[src/rtl/locked_seq_lock_gen.sv]
module locked_seq_lock_gen #(
  parameter int NREG        = 3,
  parameter int HOLD_CYCLES = 2
) (
  input  logic            clk,
  input  logic            rst_n,
  input  logic            lock_en,
  input  logic            host_frame_n,
  input  logic            host_lock_n,
  input  logic [NREG-1:0] host_hit,
  input  logic            local_ads,
  input  logic            local_done,
  output logic            lock_out_n,
  output logic [NREG-1:0] region_lock
);
  localparam int HW = $clog2(HOLD_CYCLES + 1) + 1;
  localparam logic [HW-1:0] HOLD_LD = HW'(HOLD_CYCLES);
  localparam logic [HW-1:0] ONE     = HW'(1);

  logic          armed_q, locked_q, busy_q, rel_q;
  logic [HW-1:0] hold_q;

  wire host_end = host_frame_n & host_lock_n;
  wire arm_req  = lock_en & ~host_frame_n & ~host_lock_n & (|host_hit);
  wire idle     = ~armed_q & ~locked_q;
  wire rel_seen = rel_q | host_end;
  wire quiet    = ~busy_q & ~local_ads & ~local_done & (hold_q <= ONE);

  always_ff @(posedge clk) begin
    if (!rst_n) begin
      armed_q  <= 1'b0;
      locked_q <= 1'b0;
      busy_q   <= 1'b0;
      rel_q    <= 1'b0;
      hold_q   <= '0;
    end else if (idle) begin
      armed_q <= arm_req;
      rel_q   <= 1'b0;
      busy_q  <= 1'b0;
      hold_q  <= '0;
    end else if (armed_q) begin
      if (local_ads) begin
        armed_q  <= 1'b0;
        locked_q <= 1'b1;
        busy_q   <= ~local_done;
        hold_q   <= local_done ? HOLD_LD : '0;
        rel_q    <= host_end;
      end else if (host_end) begin
        armed_q <= 1'b0;
      end
    end else begin
      rel_q <= rel_seen;
      if (local_done) begin
        busy_q <= 1'b0;
        hold_q <= HOLD_LD;
      end else if (local_ads) begin
        busy_q <= 1'b1;
      end else if (!busy_q && hold_q != '0) begin
        hold_q <= hold_q - ONE;
      end
      if (rel_seen && quiet) begin
        locked_q <= 1'b0;
        rel_q    <= 1'b0;
        hold_q   <= '0;
      end
    end
  end

  assign lock_out_n  = ~(locked_q | (armed_q & local_ads));
  assign region_lock = {NREG{armed_q | locked_q}};

  assert_arm_covers_regions_R2: assert property (@(posedge clk) disable iff (!rst_n)
    (idle && arm_req) |=> (&region_lock));
  assert_lock_starts_on_ads_R3: assert property (@(posedge clk) disable iff (!rst_n)
    $fell(lock_out_n) |-> local_ads);
  assert_release_needs_host_end_R5: assert property (@(posedge clk) disable iff (!rst_n)
    $rose(lock_out_n) |-> $past(rel_seen));
  assert_hold_after_access_R5: assert property (@(posedge clk) disable iff (!rst_n)
    $rose(lock_out_n) |-> !$past(local_done));
  assert_all_regions_locked_R6: assert property (@(posedge clk) disable iff (!rst_n)
    !lock_out_n |-> (&region_lock));
  assert_disabled_quiet_R7: assert property (@(posedge clk) disable iff (!rst_n)
    (idle && !lock_en) |=> lock_out_n);
  assert_foreign_quiet_R8: assert property (@(posedge clk) disable iff (!rst_n)
    (idle && host_hit == '0) |=> lock_out_n);
endmodule

[config.mk]
export PLATFORM = sky130hd
export DESIGN_NAME = locked_seq_lock_gen
export DESIGN_NICKNAME = d
export VERILOG_FILES = /design/src/rtl/locked_seq_lock_gen.sv
export SDC_FILE = /design/constraint.sdc
export NUM_CORES = 1
export LEC_CHECK = 0
export BUFFER_PORTS_ARGS = -buffer_cell sky130_fd_sc_hd__buf_2
export CELL_PAD_IN_SITES_DETAIL_PLACEMENT = 2
export CELL_PAD_IN_SITES_GLOBAL_PLACEMENT = 2
export CORE_MARGIN = 2
export CORE_UTILIZATION = 26
export CTS_CLUSTER_SIZE = 8
export DETAILED_ROUTE_END_ITERATION = 12
export MAX_ROUTING_LAYER = met4
export PLACE_DENSITY_LB_ADDON = 0.1
export SYNTH_ARGS = -nofsm -noshare
export SYNTH_HDL_FRONTEND = slang
export SYNTH_SLANG_ARGS = --single-unit
[constraint.sdc]
create_clock -name clk -period 1.7 [get_ports clk]
set_input_delay 0.17 -clock clk [delete_from_list [all_inputs] [get_ports clk]]
set_output_delay 0.17 -clock clk [all_outputs]
set_load 0.02 [all_outputs]
==> results.toml <==
[synth]
yosysSeqAreaShare_pct = 31.5
netlist.top_cell.by_area = "dfxtp_1"
synth_area_um2 = 445
synth-seq-cells = 7
synthCells = 52
synth_fp_nets = 65
synth_cell_types = 25
yosysWarningCount = 0
synth.area.top_cells = "dfxtp_1 (31%), ha_1 (8.4%), nor2_1 (5.9%)"
synth.top_cell.area_share_pct = 31.5
avgSynthCellArea_um2 = 8.57

[floorplan]
pin_count = 14
die_area_um2 = 2060
fp.dieH_um = 45.4
start_util_pct = 28.6
core_area_um2 = 1560
fp.dieW_um = 45.4
fp-row-count = 14

[clock_network]
root_buffer = "clkbuf_4"
postCtsSetupBuffers = 0
cts_tree = "done"
clk_pin_slew_worst_paths_ps = 50
cts_hold_buf = 0
cts-htree-levels = 1
cts_resized = 0
clockBufferDepth = 2
cts_sinks = 7
cts_made_buffers = 3
clk_latency_ps = 250

[sta]
tightest_slew_ps = 353
drv_slew = 0
rsz0062_at_grt = "false"
maxSlewHeadroom_pct = 76.5
hold_violations = 0
fin_crit_ps = 1490
fmax_mhz = 669
timing.setup.tns_ps = 0
min_period_over_period_pct = 87.9
finalSetupViolCount = 0
fin_skew_ps = 1.57

[status]
status = "finished, final reports clean"

[detailed_routing]
firstDrtPassIters = 2
vias = 426
routed_wl_um = 1220
drc = 0
drt-initial-drc-count = 1
avgRoutedWirePerCell_um = 14.9
vias_per_cell = 5.20
ant_nets = 0

[critical_path]
reg2reg_from = "hold_q[0]"
rr_worst_depth = 7
crit_start = "hold_q[0]"
cp-end-kind = "flip-flop"
cp.arrival_ps = 1670
required_ps = 1880
start_kind = "flip-flop"
path_class = "reg -> reg"
crit_fanout = 5

[layout]
layout_commonest_cell = "buf_2"
diodes = 0
drive_gt1_share_pct = 28.8
area_growth_pct = 19.9
final_cell_mix = "buf_2 (13), nor2_1 (7), dfxtp_1 (7)"
final_cells = 82
postLayoutCoreUtil_pct = 34.3
fin_nets = 80
fillers = 186

[pwr]
p_sw_share_pct = 26.9
ir_drop_mv = 0.263
p_sw_mw = 0.104
intPower_mw = 0.283
power_frac_comb_pct = 15.9
power.total_mw = 0.388
p_leak_nw = 0.220
clkPwrFrac_pct = 40.2
power_density_nw_per_um2 = 726
power.share.sequential_pct = 43.8

[global_route]
grt_use_total_pct = 14.5
grt_pass1_wl_um = 2000
grt_overflow = 0
grt_pass1_vias = 457
grt_antenna_before_repair = 0
grt_max_degree = 11

[placement]
dp.cells = 78
hpwl_um = 987
gp_congestion = 0.711
port_buffers = 13

[job]
drv_cap = 0

[worst_hold_path]
min_path_type = "in -> reg"
min_from = "rst_n"
holdPathStages = 2
## critical path: stages (launching register included)
cell and delay [ps]:
dfxtp_1 410, inv_1 70, ha_1 200, ha_1 190, nor2_1 80, nor3_1 70, a21boi_4 190, mux2i_1 210
## worst paths after layout
| check | endpoint | slack [ps] |
|---|---|---|
| worst min register to register | hold_q[1] | 490 |
| worst max register to register | hold_q[1] | 210 |
| worst min-delay path | armed_q | 170 |
| worst max-delay path | hold_q[1] | 210 |
## power groups by stage
stage	Combinational, mW	Sequential (mW)	Clock (mW)
final	0.0619	0.170	0.156
after global placement	0.0624	0.173	0
after floorplan	0.0424	0.171	0
after detailed placement	0.0628	0.174	0
after CTS	0.0633	0.170	0.167
after global routing	0.0686	0.170	0.179
## per-layer routing
metal	up-vias	GRT usage (%)	routed length, µm
met5	-	-	0
met4	0	3.53	4
met3	2	7.14	57
met2	8	25.1	620
met1	200	14.5	536
li1	216	-	-
## stage by stage
step | worst slack [ps] | instance area, µm² | hold slack [ps]
3_5_place_dp | 196 | 508 | 429
6_report | 205 | 534 | 172
3_3_place_gp | 239 | 508 | 422
4_1_cts | 193 | 534 | 161
2_1_floorplan | 359 | 445 | 265
5_1_grt | 79.6 | 534 | 172
## cell families after synthesis
group	share of synthesized area (%)
and+or+nand+nor	25.3
AOI/OAI and AO/OA	25.0
DFF	31.5
buffers and inverters	7.58
adders and majority gates	8.43
muxes	2.25
## flip-flops by register name (all words and copies together) (netlist names)
register,count
hold_q,3
armed_q,1
busy_q,1
locked_q,1
rel_q,1
## synthesized netlist by cell type
cell type and n:
or2_1 1, buf_4 3, o21a_1 1, a211oi_1 1
nor4_2 1, dfxtp_1 7, ha_1 3, nor3_1 4
a21oi_1 2, and2_1 2, o221ai_1 1, inv_1 3
mux2i_1 1, nor3b_1 1, nand2b_1 1, nand4_1 1
a21boi_4 1, a21boi_1 1, o21ai_0 1, o221ai_2 1
nor2_1 7, o32ai_1 1, nand2_1 4, o311a_1 1
o22ai_1 2
## area by class of cell
cell class              count  area [µm²]  share of cell area (%)
repair buffers             13        65.1                    12.2
flip-flops and latches      7         140                    26.2
well taps                  16        20.0                    3.75
clock buffers               4        26.3                    4.92
multi-input cells          39         272                    50.8
inverters                   3        11.3                    2.11
No activity file was read; power rests on OpenSTA's default activity.
